## config.mk

```make
export PLATFORM = sky130hd
export DESIGN_NAME = clk_presc_top
export DESIGN_NICKNAME = d
export VERILOG_FILES = /design/src/rtl/clk_presc_pkg.sv /design/src/rtl/clk_presc_cnt.sv /design/src/rtl/clk_presc_ctrl.sv /design/src/rtl/clk_presc_engen.sv /design/src/rtl/clk_presc_src.sv /design/src/rtl/clk_presc_top.sv
export SDC_FILE = /design/constraint.sdc
export NUM_CORES = 1
export LEC_CHECK = 0
export CORE_MARGIN = 5
export CORE_UTILIZATION = 58
export DETAILED_ROUTE_END_ITERATION = 12
export DONT_BUFFER_PORTS = 1
export PLACE_DENSITY = 0.74
export SLEW_MARGIN = 25
export SYNTH_ARGS = -nofsm -noshare
export SYNTH_HDL_FRONTEND = slang
export SYNTH_SLANG_ARGS = --single-unit
```

## constraint.sdc

```tcl
create_clock -name clk -period 3 [get_ports clk]
set_input_delay 0.6 -clock clk [delete_from_list [all_inputs] [get_ports clk]]
set_output_delay 0.6 -clock clk [all_outputs]
set_load 0.01 [all_outputs]
```

## src/rtl/clk_presc_pkg.sv

```systemverilog
package clk_presc_pkg;
  localparam int DOM_N = 4;
  localparam int SEL_W = 3;
  localparam int FLD_W = SEL_W + 1;
  localparam int CFG_W = DOM_N * FLD_W;
  localparam int CNT_W = 2 ** SEL_W;
  localparam int LOG_W = SEL_W + 1;

  localparam int D_CPU = 0;
  localparam int D_HSB = 1;
  localparam int D_PBA = 2;
  localparam int D_PBB = 3;

  typedef logic [CFG_W-1:0] cfg_t;

  // log2 of the divide ratio for one domain; 0 means undivided
  function automatic logic [LOG_W-1:0] dom_log(input cfg_t c, input int d);
    logic [FLD_W-1:0] f;
    f = c[d*FLD_W +: FLD_W];
    if (f[FLD_W-1]) return {1'b0, f[SEL_W-1:0]} + LOG_W'(1);
    return '0;
  endfunction

  // rates must not increase from processor to bus to peripheral domains
  function automatic logic cfg_legal(input cfg_t c);
    return (dom_log(c, D_CPU) <= dom_log(c, D_HSB)) &&
           (dom_log(c, D_HSB) <= dom_log(c, D_PBA)) &&
           (dom_log(c, D_HSB) <= dom_log(c, D_PBB));
  endfunction
endpackage

```

## src/rtl/clk_presc_cnt.sv

```systemverilog
module clk_presc_cnt #(
  parameter int CNT_W = 8
) (
  input  logic             clk,
  input  logic             rst_n,
  output logic [CNT_W-1:0] cnt_q,
  output logic             wrap_evt
);
  always_ff @(posedge clk or negedge rst_n) begin
    if (!rst_n) cnt_q <= '0;
    else        cnt_q <= cnt_q + CNT_W'(1);
  end

  // last count before the counter rolls back to zero
  assign wrap_evt = (cnt_q == '1);
endmodule

```

## src/rtl/clk_presc_ctrl.sv

```systemverilog
module clk_presc_ctrl
  import clk_presc_pkg::*;
(
  input  logic clk,
  input  logic rst_n,
  input  logic cfg_wr,
  input  cfg_t cfg_wdata,
  input  logic rdy_ie,
  input  logic wrap_evt,
  output cfg_t act_cfg,
  output logic cfg_rdy,
  output logic rdy_irq,
  output logic cfg_err,
  output logic cfg_accept,
  output logic cfg_apply
);
  logic busy_q;
  cfg_t pend_q;
  logic irq_q;
  logic err_q;

  assign cfg_accept = cfg_wr && !busy_q && cfg_legal(cfg_wdata);
  assign cfg_apply  = busy_q && wrap_evt;

  always_ff @(posedge clk or negedge rst_n) begin
    if (!rst_n) begin
      busy_q  <= 1'b0;
      pend_q  <= '0;
      act_cfg <= '0;
      irq_q   <= 1'b0;
      err_q   <= 1'b0;
    end else begin
      irq_q <= cfg_apply && rdy_ie;
      err_q <= cfg_wr && !cfg_accept;
      if (cfg_apply) begin
        act_cfg <= pend_q;
        busy_q  <= 1'b0;
      end else if (cfg_accept) begin
        pend_q <= cfg_wdata;
        busy_q <= 1'b1;
      end
    end
  end

  assign cfg_rdy = !busy_q;
  assign rdy_irq = irq_q;
  assign cfg_err = err_q;
endmodule

```

## src/rtl/clk_presc_engen.sv

```systemverilog
module clk_presc_engen
  import clk_presc_pkg::*;
#(
  parameter int CNT_W_P = CNT_W
) (
  input  logic [CNT_W_P-1:0] cnt_q,
  input  cfg_t               act_cfg,
  output logic [DOM_N-1:0]   dom_en
);
  for (genvar d = 0; d < DOM_N; d++) begin : g_dom
    logic [LOG_W-1:0]   lg;
    logic [CNT_W_P-1:0] msk;
    always_comb begin
      lg        = dom_log(act_cfg, d);
      msk       = (CNT_W_P'(1) << lg) - CNT_W_P'(1);
      dom_en[d] = ((cnt_q & msk) == '0);
    end
  end
endmodule

```

## src/rtl/clk_presc_src.sv

```systemverilog
module clk_presc_src (
  input  logic clk,
  input  logic rst_n,
  input  logic pll_sel_wr,
  input  logic pll_sel_val,
  input  logic pll_on,
  output logic src_is_pll,
  output logic src_refused
);
  always_ff @(posedge clk or negedge rst_n) begin
    if (!rst_n) begin
      src_is_pll  <= 1'b0;
      src_refused <= 1'b0;
    end else begin
      src_refused <= pll_sel_wr && pll_sel_val && !pll_on;
      if (pll_sel_wr) begin
        if (!pll_sel_val)  src_is_pll <= 1'b0;
        else if (pll_on)   src_is_pll <= 1'b1;
      end
    end
  end
endmodule

```

## src/rtl/clk_presc_top.sv

```systemverilog
module clk_presc_top
  import clk_presc_pkg::*;
(
  input  logic             clk,
  input  logic             rst_n,
  input  logic             cfg_wr,
  input  logic [CFG_W-1:0] cfg_wdata,
  input  logic             rdy_ie,
  input  logic             pll_sel_wr,
  input  logic             pll_sel_val,
  input  logic             pll_on,
  output logic [DOM_N-1:0] dom_en,
  output logic             cfg_rdy,
  output logic             rdy_irq,
  output logic             cfg_err,
  output logic             src_is_pll,
  output logic             src_refused
);
  logic [CNT_W-1:0] cnt_q;
  logic             wrap_evt;
  cfg_t             act_cfg;
  logic             cfg_accept;
  logic             cfg_apply;

  clk_presc_cnt #(.CNT_W(CNT_W)) cnt_i (
    .clk(clk), .rst_n(rst_n), .cnt_q(cnt_q), .wrap_evt(wrap_evt)
  );

  clk_presc_ctrl ctrl_i (
    .clk(clk), .rst_n(rst_n), .cfg_wr(cfg_wr), .cfg_wdata(cfg_wdata),
    .rdy_ie(rdy_ie), .wrap_evt(wrap_evt), .act_cfg(act_cfg),
    .cfg_rdy(cfg_rdy), .rdy_irq(rdy_irq), .cfg_err(cfg_err),
    .cfg_accept(cfg_accept), .cfg_apply(cfg_apply)
  );

  clk_presc_engen #(.CNT_W_P(CNT_W)) engen_i (
    .cnt_q(cnt_q), .act_cfg(act_cfg), .dom_en(dom_en)
  );

  clk_presc_src src_i (
    .clk(clk), .rst_n(rst_n), .pll_sel_wr(pll_sel_wr),
    .pll_sel_val(pll_sel_val), .pll_on(pll_on),
    .src_is_pll(src_is_pll), .src_refused(src_refused)
  );
endmodule

```

After elaboration in Yosys (flattened, before gate mapping)
Cells that the tools add are included.
{"block": "word_totals", "ff_bits": 45, "latch_bits": 0, "ramBits": 0, "rom_bits": 0, "inputBits": 23, "output_inout_bits": 9, "word_cells": 82, "memories": 0}
{"block": "op_classes", "addsub": 13, "mul": 0, "n_div": 0, "magnitude_cmp": 3, "eq_ne": 2, "shift": 4, "muxes": 28, "n_bitwise": 5, "reduce_logical": 19}
{"operator": "$mux 4", "count": 16}
{"operator": "$add 3x1->4 const B", "count": 8}
{"operator": "$and 8x8->8", "count": 4}
{"operator": "$logic_not 8->1", "count": 4}
{"operator": "$shl 1x4->8 const A", "count": 4}
{"operator": "$sub 8x2->8 const B", "count": 4}
{"operator": "$le 4x4->1", "count": 3}
{"operator": "$mux 1", "count": 12}
{"operator": "$logic_and 1x1->1", "count": 9}
{"operator": "$add 8x1->8 const B", "count": 1}
{"operator": "$eq 8x8->1 const B", "count": 1}
{"operator": "$reduce_and 2->1", "count": 2}
{"operator": "$logic_not 1->1", "count": 3}
{"operator": "$ne 2x1->1 const B", "count": 1}
{"operator": "$reduce_bool 2->1", "count": 1}
{"operator": "$not 1->1", "count": 1}

Longest topological paths before layout
Gate-level depths: netlist of run 1.
{"block": "logic_depth", "depth_word": 9, "ltp_mapped": 10, "ltp_nobuf": 10}

Cells and area by module
A second synthesis of run 1 with hierarchy kept.
{"block": "unflattened", "hier_cells": 342, "hier_area_um2": 3365.7}
{"mod": "clk_presc_ctrl", "n_inst": 1, "cells_each": 140, "area_per_inst_um2": 1828.0, "seq_area_each_um2": 875.8}
{"mod": "clk_presc_engen", "n_inst": 1, "cells_each": 169, "area_per_inst_um2": 1142.3, "seq_area_each_um2": 0.0}
{"mod": "clk_presc_cnt", "n_inst": 1, "cells_each": 26, "area_per_inst_um2": 324.1, "seq_area_each_um2": 200.2}
{"mod": "clk_presc_src", "n_inst": 1, "cells_each": 7, "area_per_inst_um2": 71.3, "seq_area_each_um2": 50.0}

Worst setup path after synthesis of run 1
OpenSTA, ideal clock, no wires.
{"block": "synth_timing", "kind": "flip-flop to output port", "from": "register ctrl_i.act_cfg[1]", "to": "output port dom_en[0]", "t_arrival_ns": 2.675, "t_required_ns": 2.400, "slack_ns": -0.275, "path_stages_with_launch": 10, "path_buffers": 1, "path_cell_list": "dfrtp_1 > ha_1 > clkbuf_1 > nand2b_1 > or4b_4 > ha_1 > o21bai_1 > a221oi_1 > o311ai_1 > nor4_1"}
{"block": "synth_between", "elab_chain_cells": 7}
{"item": "start: declaration", "line_no": "clk_presc_ctrl.sv:10", "text": "output cfg_t act_cfg,"}
{"item": "start signal: assignment", "line_no": "clk_presc_ctrl.sv:36", "text": "act_cfg <= pend_q;"}
{"item": "$add 3x1->4", "line_no": "clk_presc_pkg.sv:20", "text": "if (f[FLD_W-1]) return {1'b0, f[SEL_W-1:0]} + LOG_W'(1);"}
{"item": "$mux 4", "line_no": "clk_presc_pkg.sv:20"}
{"item": "$mux 4", "line_no": "clk_presc_pkg.sv:21", "text": "return '0;"}
{"item": "$shl 1x4->8", "line_no": "clk_presc_engen.sv:15", "text": "msk = (CNT_W_P'(1) << lg) - CNT_W_P'(1);"}
{"item": "$sub 8x2->8", "line_no": "clk_presc_engen.sv:15"}
{"item": "$and 8x8->8", "line_no": "clk_presc_engen.sv:16", "text": "dom_en[d] = ((cnt_q & msk) == '0);"}
{"item": "$logic_not 8->1", "line_no": "clk_presc_engen.sv:16"}
{"item": "end: declaration", "line_no": "clk_presc_top.sv:12", "text": "output logic [DOM_N-1:0] dom_en,"}
Every way passes these cells. The select of a mux whose other input is x is not followed.

Final worst setup path of run 1
{"block": "layout_timing", "from": "register ctrl_i.act_cfg[5]", "to": "output port dom_en[1]"}
The elaborated chain is that of the path after synthesis.

==> reports/qor.yml, run 1 <==
status: "finished, violations left"
violations: "setup timing"
p_total_mw: 1.372
synthTopCellsByCount: "dfrtp_1, ha_1, mux2_2"
hold-worst-slack_ns: 0.1317
die_w_um: 86.50
multi_input_area_um2: 2282
fmax_ghz: 0.3042
synth-edff-count: 0
hold_viol_final: 0
p_per_area_nw_per_um2: 335.6
worstSetupPathType: "register to output port"
dp.cells: 452
grt_pass1_vias: 2933
slowest_stage: "dfrtp_1"
coreArea_um2: 5608
syn_inst: 348
rows: 27
grt_pass1_wl_um: 13520
drc: 0
setup_viol: 4
firstDrtPassIters: 4
clk_latency_ns: 0.30
final_area_um2: 4086
critPathCaptureType: "output port"
wl_um: 7904
clock-root-buffer: "clkbuf_8"
ys_seq_area_share_pct: 33.17
syn_area_um2: 3395
yosysWarnings: 0
synth_flop_cell: "dfrtp_1"
finalCritPeriodShare_pct: 109.6
grt_usage_pct: 22.32
r2r_start: "cnt_i.cnt_q[0]"
nFillCells: 421
slew_violations: 0
vias: 2871
htreeDepth: 2
die_area_um2: 7482
hp-class: "input pin to async pin"
layout_setup_ws_ns: -0.2873
reg2reg_depth: 4
cts_tree: "done"
syn_nets: 396
gp_congestion: 0.8960
yosysTopAreaCell: "dfrtp_1"
wl_per_cell_um: 16.93
tightest_slew_ns: 0.4810
fin_cells: 467
r2r_end: "ctrl_i.act_cfg[8]"
chipHeight_um: 86.50
ys_types: 61
areaGrowthSynthToFinish_pct: 20.38
slowest_delay_ns: 0.42
place_area_um2: 3795
yosysMostFrequentCell: "dfrtp_1"
clock_skew_ns: 0.004966
critPathArrivalTime_ns: 2.69
avgSynthCellArea_um2: 9.754
nets: 442
antenna_found_initial: 0
viasPerCell: 6.148
post-dp-hpwl_um: 5859
clock_tree.buffer_depth: 2
grt_overflow: 0
layout-drive-gt1-share_pct: 31.39
cts.clk_slew.worst_paths_ns: 0.08
ys_seq_elements: 45
timing.final.crit_period_ns: 3.287
boundaryPins: 32
crit_required_ns: 2.40
grt_setup_unrepaired: "yes"
netlist.area_leader.share_pct: 33.17
cp_max_fo: 3
synth_area_leaders: "dfrtp_1, ha_1, mux2_2"
r2r_slack_ns: 1.06
vdd_drop_max_mv: 0.3874
diodes: 0
drv_cap: 0
tns_ns: -0.9034
initial_utilization_pct: 60.53
slew_headroom_pct: 67.59
power_leakage_nw: 1.808
critPathLaunchType: "register"
grt_max_degree: 46
drtIter0Drc: 180
async_flop_share_pct: 100.0
ant_nets: 0
io_buffers: 0
cp_cell_sequence: "ha_4 > and3b_1 > nor2_1 > nor3b_2 > nor2b_1 > ha_2 > inv_2 > a2111o_1 > a32o_2 > a2111oi_4 > buf_4"
numCtsBuffers: 5
seq_area_um2: 1126
cts_sinks: 45
[worst max-delay path, delay by kind of cell, from the launching register on]
family	cells	cell delay, ns
compound gates	3	0.77
fa+ha+maj	2	0.42
buf+inv	2	0.22
flops	1	0.42
simple gates	4	0.56
[cell usage in the layout (no fill, tap or decap), drive strengths merged, types with 9 or more instances in the layout]
cell and count:
buf 56, ha 25, o21ai 9, nand2 23, dfrtp 45, nor2b 19
a21oi 16, mux2 32, nor2 10, nand2b 11, nand3 12, inv 15
o2111ai 9
[logic make-up after synthesis]
kind of cell | share of synthesized area, %
and+or+nand+nor | 21.93
AOI/OAI and AO/OA | 17.21
DFF | 33.17
buffers and inverters | 4.239
muxes | 10.62
adders and majority gates | 9.215
xor gates and xnor gates | 3.612
[repair_timing]
item / CTS / global route
resized for setup: 16 / 8
hold endpoints to repair: 45 / 0
pin swaps: 13 / 9
hold buffers: 1 / 0
setup endpoints to repair: 4 / 4
cloned: 0 / 0
buffers inserted: 5 / 1
[sequential cells by signal, summed over array words and instances (netlist names)]
register	flops
cnt_i.cnt_q	8
src_i.src_is_pll	1
ctrl_i.busy_q	1
ctrl_i.act_cfg	16
src_i.src_refused	1
ctrl_i.rdy_irq	1
ctrl_i.pend_q	16
ctrl_i.cfg_err	1
[per-layer routing]
metal,up-vias,global-route usage (%),share of wire (%)
met2,76,38.04,50
met4,0,6.657,1.0
met3,10,4.183,4.8
li1,1393,-,-
met5,-,0,0
met1,1392,28.76,44
[area by class of cell]
class	instances	share of cell area [%]
Multi-Input combinational cell	271	55.85
Inverter	15	1.378
Tap cell	72	2.205
Sequential cell	45	27.56
Clock inverter	2	0.3674
Clock buffer	6	1.776
Timing Repair Buffer	56	10.87
[power breakdown]
| group | internal, mW | total, mW | switching (mW) |
|---|---|---|---|
| logic | 0.119 | 0.214 | 0.0942 |
| registers | 0.721 | 0.786 | 0.0658 |
| clock network | 0.164 | 0.371 | 0.207 |
| total | 1.00 | 1.37 | 0.367 |
[how the worst max path moves through the flow]
stage / start / to / slack (ns)
finish: ctrl_i.act_cfg[5] / dom_en[1] / -0.29
floorplan: ctrl_i.act_cfg[1] / dom_en[0] / -0.12
CTS: ctrl_i.act_cfg[1] / dom_en[0] / -0.33
global route: ctrl_i.act_cfg[5] / dom_en[1] / -0.41
detailed placement: ctrl_i.act_cfg[0] / dom_en[0] / -0.09
global placement: ctrl_i.act_cfg[0] / dom_en[0] / -0.03
[stage by stage]
stage	setup WS [ns]	utilization, %
6_report	-0.2873	72.87
5_1_grt	-0.4129	72.87
4_1_cts	-0.3274	71.73
3_5_place_dp	-0.08722	67.67
3_3_place_gp	-0.03209	67.67
2_1_floorplan	-0.1238	-
Note: power is estimated with default switching activity, not from simulation.
==> inputs of run 2 (changes only) <==
--- a/config.mk
+++ b/config.mk
@@ -5,6 +5,7 @@
 export SDC_FILE = /design/constraint.sdc
 export NUM_CORES = 1
 export LEC_CHECK = 0
+export ABC_AREA = 1
 export CORE_MARGIN = 5
 export CORE_UTILIZATION = 58
 export DETAILED_ROUTE_END_ITERATION = 12
==> reports/qor.yml, run 2 <==
status: "completed"
setup_viol: 0  # -4
ys_seq_area_share_pct: 35.21  # +2.0 points
netlist.area_leader.share_pct: 35.21  # +2.0 points
drv_cap: 0  # unchanged
ys_seq_elements: 45  # unchanged
rows: 27  # unchanged
r2r_start: "cnt_i.cnt_q[0]"
wl_um: 6615  # -16%
hold-worst-slack_ns: 0.1408  # +0.009110 ns
utilization_pct: 64.62  # -8.3 points
hold_viol_final: 0  # unchanged
path_buf_inv: 1  # -1
wl_per_cell_um: 12.46  # -26%
clk_latency_ns: 0.29  # about the same
fmax_ghz: 0.3517  # +16%
combPwrFrac_pct: 7.1  # -8.5 points
final_common_cell: "nand2_1"
grt_max_degree: 46  # unchanged
grt_pass1_vias: 2559  # -13%
critPathCaptureType: "output port"
synthTopCellsByCount: "nand2_1, inv_1, nand3_1"
synth_flop_cell: "dfrtp_1"
antenna_found_initial: 0  # unchanged
reg2reg_depth: 7  # +3
clock_skew_ns: 0.007764  # +0.002798 ns
synth-edff-count: 0  # unchanged
drc: 0  # unchanged
grt_overflow: 0  # unchanged
gp_congestion: 0.8647  # -3.5%
cts_tree: "done"
seq_area_um2: 1129  # +0.22%
ant_nets: 0  # unchanged
boundaryPins: 32  # unchanged
viasPerCell: 5.279  # -14%
coreArea_um2: 5439  # -3.0%
yosysWarnings: 0  # unchanged
p_per_area_nw_per_um2: 324.8  # -3.2%
finalCritPeriodShare_pct: 94.76  # -15 points
worstSetupPathType: "register to output port"
clockPowerShare_pct: 39.4  # +12 points
post-dp-hpwl_um: 4923  # -16%
firstDrtPassIters: 5  # +1
power_frac_seq_pct: 53.6  # -3.7 points
diodes: 0  # unchanged
nets: 506  # +14%
avgSynthCellArea_um2: 7.075  # -27%
p_total_mw: 1.142  # -17%
initial_utilization_pct: 58.80  # -1.7 points
clock_tree.buffer_depth: 2  # unchanged
chipHeight_um: 84.26  # -2.6%
slowest_delay_ns: 0.43  # about the same
p_switching_mw: 0.2500  # -32%
place_area_um2: 3236  # -15%
areaGrowthSynthToFinish_pct: 9.898
ys_types: 26  # -57%
final_area_um2: 3515  # -14%
power_leakage_nw: 1.827  # +1.1%
die_w_um: 84.26  # -2.6%
drtIter0Drc: 147  # -18%
vias: 2803  # -2.4%
synth_area_leaders: "dfrtp_1, nand2_1, ha_1"
cpLargestDelayFamily: "simple AND/OR/NAND/NOR gates"
grt_setup_unrepaired: "yes"
cp_max_fo: 5  # +2
slew_headroom_pct: 54.49  # -13 points
timing.final.crit_period_ns: 2.843  # -0.4444 ns
top_regs: "ctrl_i.act_cfg: 16 flops, ctrl_i.pend_q: 16 flops, cnt_i.cnt_q: 8 flops"
syn_nets: 500  # +26%
io_buffers: 0  # unchanged
grt_usage_pct: 19.15  # -3.2 points
syn_area_um2: 3198  # -5.8%
grt_pass1_wl_um: 11310  # -16%
multi_input_area_um2: 1853  # -19%
die_area_um2: 7099  # -5.1%
async_flop_share_pct: 100.0  # unchanged
r2r_slack_ns: 0.81  # -0.25 ns
critPathArrivalTime_ns: 2.24  # -0.45 ns
slew_violations: 0  # unchanged
yosysTopAreaCell: "dfrtp_1"
crit_required_ns: 2.40  # about the same
clock-root-buffer: "clkbuf_8"
cp_cell_sequence: "ha_1 > nand2_2 > nand2_1 > inv_1 > nand3_1 > ha_1 > nor2_1 > a21oi_1 > nand3_1 > nor2_1 > nand3_1 > nor2_2"
path_common_cell: "nand3_1"
layout-drive-gt1-share_pct: 10.68  # -21 points
dpl_worst_slack_ns: 0.3795  # +0.4667 ns
yosysMostFrequentCell: "nand2_1"
swShare_pct: 21.90  # -4.9 points
cts_sinks: 45  # unchanged
hp-class: "input pin to async pin"
p_int_mw: 0.8916  # -11%
nFillCells: 481  # +14%
syn_inst: 452  # +30%
mostFrequentLayoutCells: "nand2_1, inv_1, nand3_1, dfrtp_1, nor2_1"
vdd_drop_max_mv: 0.3331  # -14%
numCtsBuffers: 5  # unchanged
layout_setup_ws_ns: 0.1571  # +0.4444 ns
tightest_slew_ns: 0.6776  # +0.1965 ns
slowest_stage: "dfrtp_1"
critPathLaunchType: "register"
htreeDepth: 2  # unchanged
cts.clk_slew.worst_paths_ns: 0.08  # about the same
r2r_end: "ctrl_i.act_cfg[8]"
[run 2: cell types whose count changed in the layout (fill, tap and decap cells not counted), moves of 9 or more]
cell / before / now
buf_4: 54 / 10
inv_1: 13 / 60
mux2_2: 24 / 0
nand2_1: 22 / 116
nand2b_1: 9 / 0
nand3_1: 11 / 46
nor2_1: 9 / 38
nor2b_1: 18 / 0
o2111ai_1: 9 / 0
o21ai_0: 9 / 36
[run 2: worst reg2reg max path: stages, from the launching register on]
cell and delay (ns):
dfrtp_1 0.52, ha_1 0.28, nand2_4 0.07, nor2_4 0.16
nand3_4 0.11, nor4_4 0.53, buf_4 0.31, o21ai_0 0.09
[run 2: worst max-delay path by stage]
stage | startpoint | end | slack, ns | cells past startpoint
CTS | ctrl_i.act_cfg[8] | dom_en[2] | 0.05 | 12
global route | ctrl_i.act_cfg[0] | dom_en[0] | -0.06 | 12
detailed placement | ctrl_i.act_cfg[8] | dom_en[2] | 0.38 | 12
finish | ctrl_i.act_cfg[8] | dom_en[2] | 0.16 | 12
floorplan | ctrl_i.act_cfg[8] | dom_en[2] | 0.60 | 12
global placement | ctrl_i.act_cfg[8] | dom_en[2] | 0.44 | 12
[run 2: cell type report]
type | count | area share, %
Tap cell | 72 | 2.563
Clock buffer | 6 | 2.065
Timing Repair Buffer | 11 | 2.919
Multi-Input combinational cell | 334 | 52.72
Sequential cell | 45 | 32.11
Inverter | 61 | 6.515
Clock inverter | 2 | 1.104
[run 2: metrics by stage]
step                TNS, ns  std cells
finish                    0        531
detailed placement        0        515
global placement          0        515
floorplan                 0        452
CTS                       0        524
global route        -0.1008        531
[run 2: logic make-up after synthesis]
family	share of synthesized area (%)
xor gates and xnor gates	1.643
buffers and inverters	9.507
adders and majority gates	9.781
AOI/OAI and AO/OA	10.92
DFF	35.21
and+or+nand+nor	32.94
[run 2: timing repair]
item,4_1_cts,5_1_grt
setup endpoints to repair,0,4
hold endpoints to repair,45,0
resized for setup,0,21
hold buffers,1,0
buffers inserted,0,7
[run 2: metal layers]
metal,share of wire [%],vias up,routed length [um],track usage (%)
met1,47,1253,3077,26.16
met4,1.3,0,88,5.702
met2,47,57,3111,30.70
met3,5.1,9,338,3.925
met5,0,-,0,0
li1,-,1484,-,-
[run 2: power groups by stage]
stage	Clock (mW)	Combinational [mW]	Sequential [mW]
floorplan	0	0.0533	0.623
global placement	0	0.0625	0.624
detailed placement	0	0.0659	0.624
CTS	0.462	0.0825	0.612
global route	0.491	0.0984	0.612
finish	0.450	0.0805	0.611
